File: src/rtl/sar_ctrl_pkg.sv
// Shared types for the SAR conversion controller.
// Assumes: nothing beyond IEEE 1800-2017.
package sar_ctrl_pkg;

    // Conversion sequencer phases
    typedef enum logic [2:0] {
        ST_IDLE   = 3'd0,
        ST_SAMPLE = 3'd1,
        ST_EVAL   = 3'd2,
        ST_PRECH  = 3'd3,
        ST_FINAL  = 3'd4
    } seq_state_e;

    // Counter width able to hold the larger of two cycle counts
    function automatic int cnt_width(input int a, input int b);
        return $clog2(((a > b) ? a : b) + 1);
    endfunction

endpackage

File: src/rtl/sar_split_detect.sv
// Comparator decision detector.
// Watches the two latch outputs while the comparator clock is high. It issues a
// single resolve strobe when the outputs split (self-timed mode), when the fixed
// evaluation slot ends (slot mode), or when the self-timed allowance runs out.
// Assumes: the comparator outputs are stable around the sampling clock edge, and
// the sequencer drops the comparator clock in the cycle after resolve.
module sar_split_detect #(
    parameter int EVAL_CYC = 6,
    parameter int TMO_CYC  = 12
) (
    input  logic clk,
    input  logic rst_n,
    input  logic cmp_clk_i,
    input  logic async_i,
    input  logic cmp_p_i,
    input  logic cmp_n_i,
    output logic resolve_o,
    output logic bit_o,
    output logic meta_o
);
    localparam int CW = sar_ctrl_pkg::cnt_width(EVAL_CYC, TMO_CYC);
    localparam logic [CW-1:0] EVAL_LIM = CW'(EVAL_CYC - 1);
    localparam logic [CW-1:0] TMO_LIM  = CW'(TMO_CYC - 1);

    logic [CW-1:0] ecnt;
    logic          split;
    logic [CW-1:0] lim;

    // Count cycles spent evaluating; cleared while precharging
    always_ff @(posedge clk) begin
        if (!rst_n)            ecnt <= '0;
        else if (!cmp_clk_i)   ecnt <= '0;
        else if (ecnt != '1)   ecnt <= ecnt + CW'(1);
    end

    // Decide when a decision is taken and what it is
    always_comb begin
        split     = cmp_p_i ^ cmp_n_i;
        lim       = async_i ? TMO_LIM : EVAL_LIM;
        resolve_o = cmp_clk_i && ((async_i && split) || (ecnt == lim));
        bit_o     = split & cmp_p_i;
        meta_o    = !split;
    end

    AST_TMO_BOUND: assert property (@(posedge clk) disable iff (!rst_n)
        (async_i && cmp_clk_i) |-> (ecnt <= TMO_LIM));
    AST_SLOT_BOUND: assert property (@(posedge clk) disable iff (!rst_n)
        (!async_i && cmp_clk_i) |-> (ecnt <= EVAL_LIM));

endmodule

File: src/rtl/sar_bit_regs.sv
// Pointer and decision registers of the successive-approximation search.
// The pointer is one-hot, is loaded with the MSB and shifts right once per
// decision. Each decision bit is written only while the pointer selects it.
// Assumes: load_i and take_i are never high together.
module sar_bit_regs #(
    parameter int NBITS = 9
) (
    input  logic             clk,
    input  logic             rst_n,
    input  logic             load_i,
    input  logic             take_i,
    input  logic             bit_i,
    input  logic             meta_i,
    output logic [NBITS-1:0] ptr_o,
    output logic [NBITS-1:0] dec_o
);
    localparam logic [NBITS-1:0] MSB_ONEHOT = {1'b1, {(NBITS-1){1'b0}}};

    logic [NBITS-1:0] ptr_q;
    logic [NBITS-1:0] dec_q;

    // Bit pointer: MSB on load, shift right per decision, cleared on metastability
    always_ff @(posedge clk) begin
        if (!rst_n)      ptr_q <= '0;
        else if (load_i) ptr_q <= MSB_ONEHOT;
        else if (take_i) ptr_q <= meta_i ? '0 : (ptr_q >> 1);
    end

    // One decision flop per bit, written when the pointer is on it
    for (genvar i = 0; i < NBITS; i++) begin : g_dec
        always_ff @(posedge clk) begin
            if (!rst_n)                     dec_q[i] <= 1'b0;
            else if (load_i)                dec_q[i] <= 1'b0;
            else if (take_i && ptr_q[i])    dec_q[i] <= meta_i | bit_i;
        end
    end

    assign ptr_o = ptr_q;
    assign dec_o = dec_q;

    AST_PTR_ONEHOT: assert property (@(posedge clk) disable iff (!rst_n)
        $onehot0(ptr_q));
    AST_LOW_CLEAR: assert property (@(posedge clk) disable iff (!rst_n)
        (|ptr_q) |-> ((dec_q & (ptr_q - NBITS'(1))) == '0));

endmodule

File: src/rtl/sar_sequencer.sv
// Conversion sequencer. It runs the phases sample, evaluate, precharge
// (repeated per bit) and final reset slot. It drives the comparator clock,
// registers the code with a one-cycle done strobe, and keeps the sticky
// metastability flag.
// Assumes: resolve_i is a single-cycle strobe valid only while evaluating.
module sar_sequencer #(
    parameter int NBITS    = 9,
    parameter int EVAL_CYC = 6,
    parameter int RST_CYC  = 2,
    parameter int TMO_CYC  = 12
) (
    input  logic             clk,
    input  logic             rst_n,
    input  logic             start_i,
    input  logic             resolve_i,
    input  logic             meta_i,
    input  logic             ptr_zero_i,
    input  logic [NBITS-1:0] dec_i,
    output logic             load_o,
    output logic             sampling_o,
    output logic             cmp_clk_o,
    output logic             done_o,
    output logic [NBITS-1:0] code_o,
    output logic             meta_err_o
);
    import sar_ctrl_pkg::*;

    localparam int SLOT = EVAL_CYC + RST_CYC;
    localparam int CW   = cnt_width(SLOT, TMO_CYC);
    localparam int RW   = $clog2(RST_CYC + 1);
    localparam logic [CW-1:0] SLOT_LIM = CW'(SLOT - 1);
    localparam logic [CW-1:0] RST_LIM  = CW'(RST_CYC - 1);

    seq_state_e       state, state_d;
    logic [CW-1:0]    cnt, cnt_d;
    logic             fin;
    logic             cmp_clk_q;
    logic             done_q;
    logic [NBITS-1:0] code_q;
    logic             meta_q;
    logic [RW-1:0]    lowrun;

    // Next-phase and phase-counter decode
    always_comb begin
        state_d = state;
        cnt_d   = cnt + CW'(1);
        load_o  = 1'b0;
        fin     = 1'b0;
        unique case (state)
            ST_IDLE: begin
                cnt_d = '0;
                if (start_i) begin
                    state_d = ST_SAMPLE;
                    load_o  = 1'b1;
                end
            end
            ST_SAMPLE: begin
                if (cnt == SLOT_LIM) begin
                    state_d = ST_EVAL;
                    cnt_d   = '0;
                end
            end
            ST_EVAL: begin
                cnt_d = '0;
                if (resolve_i) state_d = meta_i ? ST_FINAL : ST_PRECH;
            end
            ST_PRECH: begin
                if (cnt == RST_LIM) begin
                    cnt_d   = '0;
                    state_d = ptr_zero_i ? ST_FINAL : ST_EVAL;
                end
            end
            ST_FINAL: begin
                if (cnt == SLOT_LIM) begin
                    cnt_d   = '0;
                    state_d = ST_IDLE;
                    fin     = 1'b1;
                end
            end
            default: begin
                state_d = ST_IDLE;
                cnt_d   = '0;
            end
        endcase
    end

    // Phase registers and glitch-free comparator clock
    always_ff @(posedge clk) begin
        if (!rst_n) begin
            state     <= ST_IDLE;
            cnt       <= '0;
            cmp_clk_q <= 1'b0;
        end else begin
            state     <= state_d;
            cnt       <= cnt_d;
            cmp_clk_q <= (state_d == ST_EVAL);
        end
    end

    // Result register and one-cycle done strobe
    always_ff @(posedge clk) begin
        if (!rst_n) begin
            done_q <= 1'b0;
            code_q <= '0;
        end else begin
            done_q <= fin;
            if (fin) code_q <= dec_i;
        end
    end

    // Sticky metastability flag, cleared when a new sample starts
    always_ff @(posedge clk) begin
        if (!rst_n)                                          meta_q <= 1'b0;
        else if (load_o)                                     meta_q <= 1'b0;
        else if (state == ST_EVAL && resolve_i && meta_i)    meta_q <= 1'b1;
    end

    // Length of the current comparator-clock low phase (checking aid)
    always_ff @(posedge clk) begin
        if (!rst_n)                       lowrun <= '0;
        else if (cmp_clk_q)               lowrun <= '0;
        else if (lowrun != RW'(RST_CYC))  lowrun <= lowrun + RW'(1);
    end

    assign sampling_o = (state == ST_SAMPLE);
    assign cmp_clk_o  = cmp_clk_q;
    assign done_o     = done_q;
    assign code_o     = code_q;
    assign meta_err_o = meta_q;

    AST_RST_MIN: assert property (@(posedge clk) disable iff (!rst_n)
        $rose(cmp_clk_q) |-> (lowrun >= RW'(RST_CYC)));
    AST_DONE_PULSE: assert property (@(posedge clk) disable iff (!rst_n)
        done_q |=> !done_q);
    AST_META_STICKY: assert property (@(posedge clk) disable iff (!rst_n)
        (meta_q && !load_o) |=> meta_q);
    AST_START_IGNORED: assert property (@(posedge clk) disable iff (!rst_n)
        (state != ST_IDLE) |=> !(state == ST_SAMPLE && cnt == '0));

endmodule

File: src/rtl/sar_async_ctrl.sv
// Top of the SAR conversion controller for one ADC channel. It connects the
// sequencer, the split detector and the pointer/decision registers, and forms
// the DAC word: zero while sampling, otherwise the decided bits plus the trial bit.
// Assumes: async_mode_i is static during a conversion; the comparator outputs
// are reset to equal levels while cmp_clk_o is low.
module sar_async_ctrl #(
    parameter int NBITS    = 9,
    parameter int EVAL_CYC = 6,
    parameter int RST_CYC  = 2,
    parameter int TMO_CYC  = 12
) (
    input  logic             clk,
    input  logic             rst_n,
    input  logic             start_i,
    input  logic             async_mode_i,
    input  logic             cmp_p_i,
    input  logic             cmp_n_i,
    output logic             cmp_clk_o,
    output logic [NBITS-1:0] dac_o,
    output logic [NBITS-1:0] code_o,
    output logic             done_o,
    output logic             meta_err_o
);
    logic             load;
    logic             sampling;
    logic             resolve;
    logic             dec_bit;
    logic             meta;
    logic [NBITS-1:0] ptr;
    logic [NBITS-1:0] dec;
    logic             cmp_clk;

    sar_sequencer #(
        .NBITS(NBITS), .EVAL_CYC(EVAL_CYC), .RST_CYC(RST_CYC), .TMO_CYC(TMO_CYC)
    ) u_seq (
        .clk        (clk),
        .rst_n      (rst_n),
        .start_i    (start_i),
        .resolve_i  (resolve),
        .meta_i     (meta),
        .ptr_zero_i (ptr == '0),
        .dec_i      (dec),
        .load_o     (load),
        .sampling_o (sampling),
        .cmp_clk_o  (cmp_clk),
        .done_o     (done_o),
        .code_o     (code_o),
        .meta_err_o (meta_err_o)
    );

    sar_split_detect #(
        .EVAL_CYC(EVAL_CYC), .TMO_CYC(TMO_CYC)
    ) u_det (
        .clk       (clk),
        .rst_n     (rst_n),
        .cmp_clk_i (cmp_clk),
        .async_i   (async_mode_i),
        .cmp_p_i   (cmp_p_i),
        .cmp_n_i   (cmp_n_i),
        .resolve_o (resolve),
        .bit_o     (dec_bit),
        .meta_o    (meta)
    );

    sar_bit_regs #(
        .NBITS(NBITS)
    ) u_bits (
        .clk    (clk),
        .rst_n  (rst_n),
        .load_i (load),
        .take_i (resolve),
        .bit_i  (dec_bit),
        .meta_i (meta),
        .ptr_o  (ptr),
        .dec_o  (dec)
    );

    // DAC word: blank during sampling, decided bits plus trial bit otherwise
    always_comb begin
        dac_o = sampling ? '0 : (dec | ptr);
    end

    assign cmp_clk_o = cmp_clk;

endmodule

File: config.mk
export PLATFORM = sky130hd
export DESIGN_NAME = sar_async_ctrl
export DESIGN_NICKNAME = d
export VERILOG_FILES = /design/src/rtl/sar_ctrl_pkg.sv /design/src/rtl/sar_split_detect.sv /design/src/rtl/sar_bit_regs.sv /design/src/rtl/sar_sequencer.sv /design/src/rtl/sar_async_ctrl.sv
export SDC_FILE = /design/constraint.sdc
export NUM_CORES = 1
export LEC_CHECK = 0
export ABC_CLOCK_PERIOD_IN_PS = 4400
export BUFFER_PORTS_ARGS = -buffer_cell sky130_fd_sc_hd__buf_2
export CORE_ASPECT_RATIO = 0.75
export CORE_MARGIN = 1
export CORE_UTILIZATION = 40
export DETAILED_ROUTE_END_ITERATION = 8
export PLACE_DENSITY = 0.65
export SYNTH_ARGS = -nofsm -noshare
export SYNTH_HDL_FRONTEND = slang
export SYNTH_SLANG_ARGS = --single-unit
File: constraint.sdc
create_clock -name clk -period 4.4 [get_ports clk]
set_clock_uncertainty 0.2 [all_clocks]
set_input_delay 0.44 -clock clk [delete_from_list [all_inputs] [get_ports clk]]
set_output_delay 0.44 -clock clk [all_outputs]
set_load 0.01 [all_outputs]
; Word-level counts from Yosys, hierarchy flattened
; Index checks and enable logic that the tools add are counted.
[word_totals]
ff_bits = 41
in_bits = 6
output_inout_bits = 21
elab_cells = 75
[op_classes]
add_sub_neg = 2
eq_ne = 9
mux = 20
n_bitwise = 5
n_reduce_logical = 21
[op_table]
columns = operator, n
row1 = 9-bit 2-to-1 mux, 3
row2 = 3-bit 2-to-1 mux, 7
row3 = 3-bit case mux with 5 select lines, 1
row4 = 1-bit logical AND, 13
row5 = 4-bit 2-to-1 mux, 3
row6 = "3-bit by 2-bit equality test with 1-bit output, second input constant", 3
row7 = 9-bit logical NOT, 1
row8 = 9-bit OR, 1
row9 = "4-bit by 1-bit adder with 4-bit output, second input constant", 2
row10 = 8-bit 2-to-1 mux, 1
row11 = 4-bit case mux with 2 select lines, 1
row12 = "4-bit by 1-bit equality test with 1-bit output, second input constant", 1
row13 = "4-bit by 3-bit equality test with 1-bit output, second input constant", 1
row14 = 4-bit equality test, 1
row15 = 1-bit 2-to-1 mux, 4
row16 = "4-bit inequality test, second input constant", 1
row17 = 2-bit OR reduction, 2
row18 = "3-bit by 1-bit equality test with 1-bit output, second input constant", 1
row19 = "3-bit equality test, second input constant", 1
row20 = 3-bit logical NOT, 1
row21 = 2-bit AND reduction, 1
row22 = 2-bit nonzero test, 1
row23 = 1-bit AND, 1
row24 = 1-bit logical NOT, 1
row25 = 4 further kinds, 4

; Longest topological paths before layout
; Gate-level depths: netlist (run 1).
[logic_depth]
ltp_word = 7
depth_mapped = 7
mapped_depth_nobuf = 6

; Cells and area by module
; A second synthesis (run 1) with hierarchy kept.
[hier_totals]
hier_cells = 205
area_unflattened_um2 = 1930.6
[modules_own_cells]
columns = mod, instances, cells_each, area_each_um2, seq_area_each_um2
row1 = sar_sequencer, 1, 87, 845.8, 380.4
row2 = sar_bit_regs, 1, 70, 759.5, 360.3
row3 = sar_split_detect, 1, 26, 227.7, 80.1
row4 = sar_async_ctrl, 1, 22, 97.6, 0.0

; Least setup slack after synthesis (run 1)
; No wires, ideal clock.
[synth_path]
path_kind = input port to flip-flop
startpoint = input port cmp_p_i
endpoint = register u_bits.ptr_q[8] (netlist: u_bits.ptr_o[8])
setup_time_ps = 128
t_arrival_ps = 1535
required_time_ps = 4072
path_slack_ps = 2537
cell_stages = 7
path_buffers = 1
path_cell_list = inv_1 ha_1 inv_1 clkbuf_1 nand2_1 a31oi_1 nor2_1
[synth_between]
elab_chain_len = 5
[synth_rtl]
columns = element, line_no
row1 = start: declaration, sar_async_ctrl.sv:16  ; input logic cmp_p_i,
row2 = 1-bit bitwise XOR, sar_split_detect.sv:38  ; split = cmp_p_i ^ cmp_n_i;
row3 = 1-bit logical AND, sar_split_detect.sv:40  ; resolve_o = cmp_clk_i && ((async_i && split) || (ecnt == lim));
row4 = 1-bit logical OR, sar_split_detect.sv:40
row5 = 1-bit logical AND, sar_split_detect.sv:40
row6 = 2-bit nonzero test (no line), --
row7 = end signal: assignment, sar_bit_regs.sv:26  ; else if (take_i) ptr_q <= meta_i ? '0 : (ptr_q >> 1);
row8 = end: declaration, sar_bit_regs.sv:19  ; logic [NBITS-1:0] ptr_q;
; No other way between the ends.
; A chain may end at the register's enable or synchronous reset.

; Worst setup path in the final report (run 1)
[layout_path]
startpoint = register u_seq.state[0]
endpoint = output port dac_o[4]
[layout_between]
elab_chain_len = 2
[layout_rtl]
columns = element, line_no
row1 = start: declaration, sar_sequencer.sv:34  ; seq_state_e state, state_d;
row2 = start signal: assignment, sar_sequencer.sv:94  ; state <= state_d;
row3 = 3-bit by 1-bit equality test with 1-bit output, sar_sequencer.sv:125  ; assign sampling_o = (state == ST_SAMPLE);
row4 = 9-bit 2-to-1 mux, sar_async_ctrl.sv:80  ; dac_o = sampling ? '0 : (dec | ptr);
row5 = end: declaration, sar_async_ctrl.sv:19  ; output logic [NBITS-1:0] dac_o,
; No other way between the ends.

==> results of run 1 <==
-- tightest hold or removal path, stage by stage --
cell	delay, ps
buf_2	140
nand2_1	80
a21oi_1	40
-- cell type report --
| type | instances | area, um2 | area share, % |
|---|---|---|---|
| sequential | 41 | 821 | 37.8 |
| inverter | 6 | 22.5 | 1.04 |
| tap | 57 | 71.3 | 3.29 |
| timing repair buffer | 26 | 130 | 5.99 |
| clock buffer | 6 | 82.6 | 3.80 |
| clock inverter | 2 | 37.5 | 1.73 |
| multi-input combinational | 158 | 1010 | 46.3 |
-- registers in the layout, indices dropped and copies added, names as in the netlist --
signal / count
u_seq.code_o: 9
u_seq.state: 3
u_seq.meta_err_o: 1
u_bits.ptr_o: 9
u_det.ecnt: 4
u_seq.done_o: 1
u_seq.cmp_clk_o: 1
u_seq.cnt: 4
u_bits.dec_o: 9
-- worst min path at each step --
stage / end / slack, ps / cells past startpoint
after floorplan: u_bits.dec_o[4] / 250 / 2
after global placement: u_seq.meta_err_o / 240 / 2
after detailed placement: u_seq.meta_err_o / 240 / 2
after CTS: u_seq.state[2] / 250 / 3
after global routing: u_seq.state[2] / 260 / 3
final: u_seq.state[2] / 250 / 3
-- metrics by stage --
| step | util (%) | power (uW) |
|---|---|---|
| floorplan | - | 407 |
| global placement | 45.1 | 417 |
| detailed placement | 45.1 | 417 |
| CTS | 47.8 | 731 |
| global route | 47.8 | 754 |
| finish | 47.8 | 726 |
-- logic make-up (layout without fill, tap and decap cells) --
kind of cell    count (synthesis)  count (layout)  share of synthesized area, %
simple gates                   90              90                          23.7
compound gates                 41              41                          14.3
flops                          41              41                          42.7
mux                            20              20                          10.4
buf+inv                        19              40                          4.95
fa+ha+maj                       4               4                          2.60
xor+xnor                        3               3                          1.37
-- cell usage in the layout, fill, tap and decap left out, types with 2 or more instances in the layout --
master     n
nor3_1     8
mux2i_1   20
ha_1       4
dfxtp_1   41
nor4_1     2
a31oi_1    2
a21oi_1   11
nand2_1   14
buf_2     26
xnor2_1    2
nor3b_1    3
clkbuf_8   6
nor2_1    36
nand2b_1   3
nand3_1   13
inv_1      5
o211ai_1   9
o21ai_1    9
-- power groups by stage --
stage / Combinational (uW) / Clock, uW / Sequential, uW
4_1_cts: 32.0 / 323 / 377
3_5_place_dp: 31.8 / 0 / 385
6_report: 32.1 / 317 / 377
5_1_grt: 36.5 / 340 / 377
2_1_floorplan: 24.2 / 0 / 383
3_3_place_gp: 31.5 / 0 / 385
-- routing by layer --
| layer | up-vias | share of wire [%] | GRT usage [%] |
|---|---|---|---|
| met1 | 745 | 51 | 24.0 |
| met4 | 0 | 1.1 | 6.52 |
| met5 | - | 0 | 0 |
| met3 | 7 | 5.3 | 4.09 |
| met2 | 36 | 42 | 27.4 |
| li1 | 813 | - | - |
==> flow_summary_export.csv, run 1 <==
group,metric,value,unit
worst_setup_path,crit_buf_inv,1,
run,drv_cap,0,
timing,tightest_slew,630,ps
route,drt-total-wl,4.02,mm
logic_synthesis,synth_cells,218,
timing,fin_crit,2360,ps
logic_synthesis,ys.flop_type,"dfxtp_1",
logic_synthesis,synth_commonest_cells,"41 x dfxtp_1, 36 x nor2_1, 20 x mux2i_1",
worst_setup_path,reg2reg_depth,5,
worst_setup_path,max_stage_delay,510,ps
logic_synthesis,synth-edff-count,0,
layout,final_cell_area,2170,um2
timing,finalHoldViolCount,0,
route,drt-pass1-iter-count,4,
power_and_ir_drop,ir_drop,161,uV
die,initial_core_util,42.3,%
grt,grt_pass1_wl,6.64,mm
hold_path,hp-class,"input pin to flip-flop",
placed_design,dpl_worst_slack,2240,ps
placed_design,placed_cell_area,2050,um2
layout,fillers,465,
route,antenna_left,0,
worst_setup_path,rr_startpoint,"u_seq.cnt[0]",
power_and_ir_drop,power_density,334,nW/um2
layout,synthToLayoutAreaGrowth,13.0,%
timing,setup-violations-final,0,
clock_network,cts_buffer_depth,2,
worst_setup_path,cp_num_cells,4,
power_and_ir_drop,seqPwrFrac,51.9,%
worst_setup_path,crit_required,3760,ps
logic_synthesis,ys_warn_count,0,
timing,drv_slew,0,
logic_synthesis,avgSynthCellArea,8.82,um2
timing,slew_headroom,57.9,%
timing,rsz0062_at_grt,"false",
power_and_ir_drop,leakage,0.000978,uW
grt,antenna_found_initial,0,
logic_synthesis,synth.largest_area_cell,"dfxtp_1",
route,drt_iter0_drc,99,
clock_network,root_buffer,"clkbuf_8",
worst_setup_path,crit_type,"flip-flop to output port",
timing,max_freq,424,MHz
timing,setup_tns,0,ps
logic_synthesis,synth.yosys.seq_area_share,42.7,%
worst_setup_path,r2r_slack,2420,ps
layout,fin_cells,296,
power_and_ir_drop,p_int,567,uW
logic_synthesis,synth.most_common_cell,"dfxtp_1",
worst_setup_path,crit_start,"u_seq.state[0]",
die,io-pin-count,27,
worst_setup_path,crit_path_end,"dac_o[4]",
clock_network,cts_resized,0,
worst_setup_path,crit_slowest_cell,"dfxtp_1",
outcome,outcome,"completed",
route,wl_per_cell,13.6,um
logic_synthesis,synth_area,1920,um2
worst_setup_path,worstPathMaxFanout,9,
worst_setup_path,crit_path_end_kind,"output port",
grt,grt_pass1_vias,1414,
grt,grt.overflow.total,0,
power_and_ir_drop,p_clk_share,43.7,%
route,drc,0,
layout,final_nets,248,
clock_network,path_clk_slew,70,ps
logic_synthesis,synth.net_count,228,
logic_synthesis,synthTopCellsByArea,"dfxtp_1 43%, mux2i_1 10%, nor2_1 7.0%",
power_and_ir_drop,combinationalPowerShare,4.4,%
hold_path,hp-start,"rst_n",
placed_design,dp.cells,288,
worst_setup_path,worstSetupStartpointType,"flip-flop",
route,routed_via_density,5.41,
die,dieArea,5090,um2
power_and_ir_drop,switchingPower,159,uW
worst_setup_path,path_delay_family,"simple AND/OR/NAND/NOR gates",
placed_design,port_buffers,26,
logic_synthesis,yosysTopAreaCellShare,42.7,%
logic_synthesis,async_flop_share,0,%
placed_design,dp_hpwl,2.78,mm
timing,finalWorstSetupSlack,2040,ps
worst_setup_path,worstPathCellList,"nand2b_1 > nor2_1 > nor2_1 > buf_2",
clock_network,cts_sinks,41,
die,die_h,62.0,um
die,row_count,21,
layout,drive_gt1_share,17.6,%
worst_setup_path,critPathMostFrequentCell,"nor2_1",
logic_synthesis,synth.distinct_cells,43,
clock_network,cts_max_level,2,
route,vias,1601,
timing,timing.hold.ws,249,ps
clock_network,clkLatencyLatePin,290,ps
grt,track_usage,17.6,%
clock_network,cts_hold_buf,0,
worst_setup_path,worstPathArrival,1720,ps
die,die_w,82.0,um
die,core,4550,um2
worst_setup_path,r2r-end,"u_seq.code_o[2]",
clock_network,numCtsBuffers,5,
grt,grt_max_degree,21,
logic_synthesis,ys_ff_latch,41,
timing,finalCritPeriodShare,53.6,%
power_and_ir_drop,power_switching_share,21.9,%
placed_design,gp_congestion,0.848,
layout,n_antenna_cell,0,
clock_network,cts_setup_buffers,0,
clock_network,cts_tree,"yes",
Power figures use the tool's default switching activity.
==> run 2: changes to the inputs <==
Settings changed: ABC_CLOCK_PERIOD_IN_PS 4400 to 2400.
Clock period 4.4 ns to 2.4 ns, I/O delays scaled along.
==> flow_summary_export.csv, run 2 (synthesis results as in run 1) <==
group,metric,value,unit
route,drt-total-wl,4.03,mm
timing,tightest_slew,654,ps
placed_design,gp_congestion,0.762,
die,core,4550,um2
clock_network,cts_max_level,2,
power_and_ir_drop,power_density,605,nW/um2
placed_design,placed_cell_area,2080,um2
route,vias,1615,
placed_design,dp_hpwl,2.81,mm
route,antenna_left,0,
power_and_ir_drop,ir_drop,308,uV
route,routed_via_density,5.38,
clock_network,numCtsBuffers,5,
layout,synthToLayoutAreaGrowth,14.3,%
worst_setup_path,crit_type,"flip-flop to output port",
layout,fillers,457,
clock_network,cts_hold_buf,0,
placed_design,dpl_worst_slack,596,ps
clock_network,cts_buffer_depth,2,
timing,slew_headroom,56.2,%
die,initial_core_util,42.3,%
grt,antenna_found_initial,0,
layout,layout_common_cells,"41 x dfxtp_1, 36 x nor2_1, 26 x buf_2, 20 x mux2i_1, 14 x nand2_1",
route,drc,0,
grt,grt_max_degree,21,
timing,drv_slew,0,
grt,grt.overflow.total,0,
route,wl_per_cell,13.4,um
die,io-pin-count,27,
die,die_h,62.0,um
layout,final_cell_area,2200,um2
timing,finalHoldViolCount,0,
die,row_count,21,
worst_setup_path,crit_required,1960,ps
grt,track_usage,17.0,%
grt,grt_pass1_vias,1375,
die,dieArea,5090,um2
hold_path,hp-class,"input pin to flip-flop",
worst_setup_path,worstSetupStartpointType,"flip-flop",
route,drt_iter0_drc,70,
clock_network,path_clk_slew,70,ps
run,drv_cap,0,
placed_design,port_buffers,26,
worst_setup_path,worstPathArrival,1430,ps
outcome,outcome,"completed",
die,die_w,82.0,um
worst_setup_path,worstPathMaxFanout,9,
timing,rsz0062_at_grt,"false",
clock_network,cts_sinks,41,
worst_setup_path,crit_path_end_kind,"output port",
layout,final_common_cell,"dfxtp_1",
power_and_ir_drop,leakage,0.000999,uW
clock_network,cts_resized,0,
timing,setup_tns,0,ps
grt,grt_pass1_wl,6.45,mm
layout,n_antenna_cell,0,
clock_network,root_buffer,"clkbuf_8",
clock_network,cts_setup_buffers,0,
layout,final_nets,252,
timing,finalWorstSetupSlack,527,ps
clock_network,clkLatencyLatePin,290,ps
timing,finalCritPeriodShare,78.0,%
route,drt-pass1-iter-count,4,
worst_setup_path,r2r_slack,610,ps
timing,fin_crit,1870,ps
timing,max_freq,534,MHz
timing,setup-violations-final,0,
layout,drive_gt1_share,18.5,%
clock_network,cts_tree,"yes",
-- run 2: changes by cell type in the layout (fill, tap and decap cells not counted) --
cell	change
buf_4	+4
clkbuf_1	+1
clkinvlp_4	-1
-- run 2: where the power goes --
group / leakage (uW) / switching (uW) / internal (uW) / total, uW
Combinational: 0.000610 / 43.0 / 21.5 / 64.5
Sequential: 0.000331 / 6.81 / 684 / 690
Clock: 0.0000585 / 235 / 339 / 574
Total: 0.000999 / 285 / 1040 / 1330
-- run 2: final timing paths --
kind / startpoint / endpoint / depth (start not counted)
min: rst_n / u_seq.state[2] / 3
min reg2reg: u_seq.meta_err_o / u_seq.meta_err_o / 2
max reg2reg: u_seq.cnt[0] / u_seq.cmp_clk_o / 5
max: u_seq.state[2] / dac_o[3] / 5
-- run 2: layout make-up --
class	instances	area, um2	share of cell area (%)
Clock buffer	7	86.3	3.93
Clock inverter	1	30.0	1.37
Inverter	6	22.5	1.03
Multi-Input combinational cell	158	1010	45.8
Sequential cell	41	821	37.4
Tap cell	57	71.3	3.25
Timing Repair Buffer	30	160	7.29
-- run 2: metal layers --
metal | up-vias | wire (um) | GRT usage, %
met5 | - | 0 | 0
met4 | 0 | 29 | 4.51
met3 | 4 | 178 | 4.38
met2 | 35 | 1730 | 27.4
met1 | 761 | 2100 | 22.8
li1 | 815 | - | -
-- run 2: metrics by stage --
| stage | hold WS [ps] | total power [uW] | instances | util [%] |
|---|---|---|---|---|
| floorplan | 180 | 747 | 218 | - |
| global placement | 251 | 770 | 292 | 45.8 |
| CTS | 47.1 | 1340 | 300 | 48.3 |
| finish | 57.3 | 1330 | 300 | 48.3 |
| detailed placement | 266 | 771 | 292 | 45.8 |
| global route | 53.3 | 1370 | 300 | 48.3 |
-- run 2: worst max-delay path: stages (launching register included) --
cell      delay (ps)
dfxtp_1          480
nand2b_1         190
nor2_1            50
buf_4            180
nor2_1           110
buf_2            130
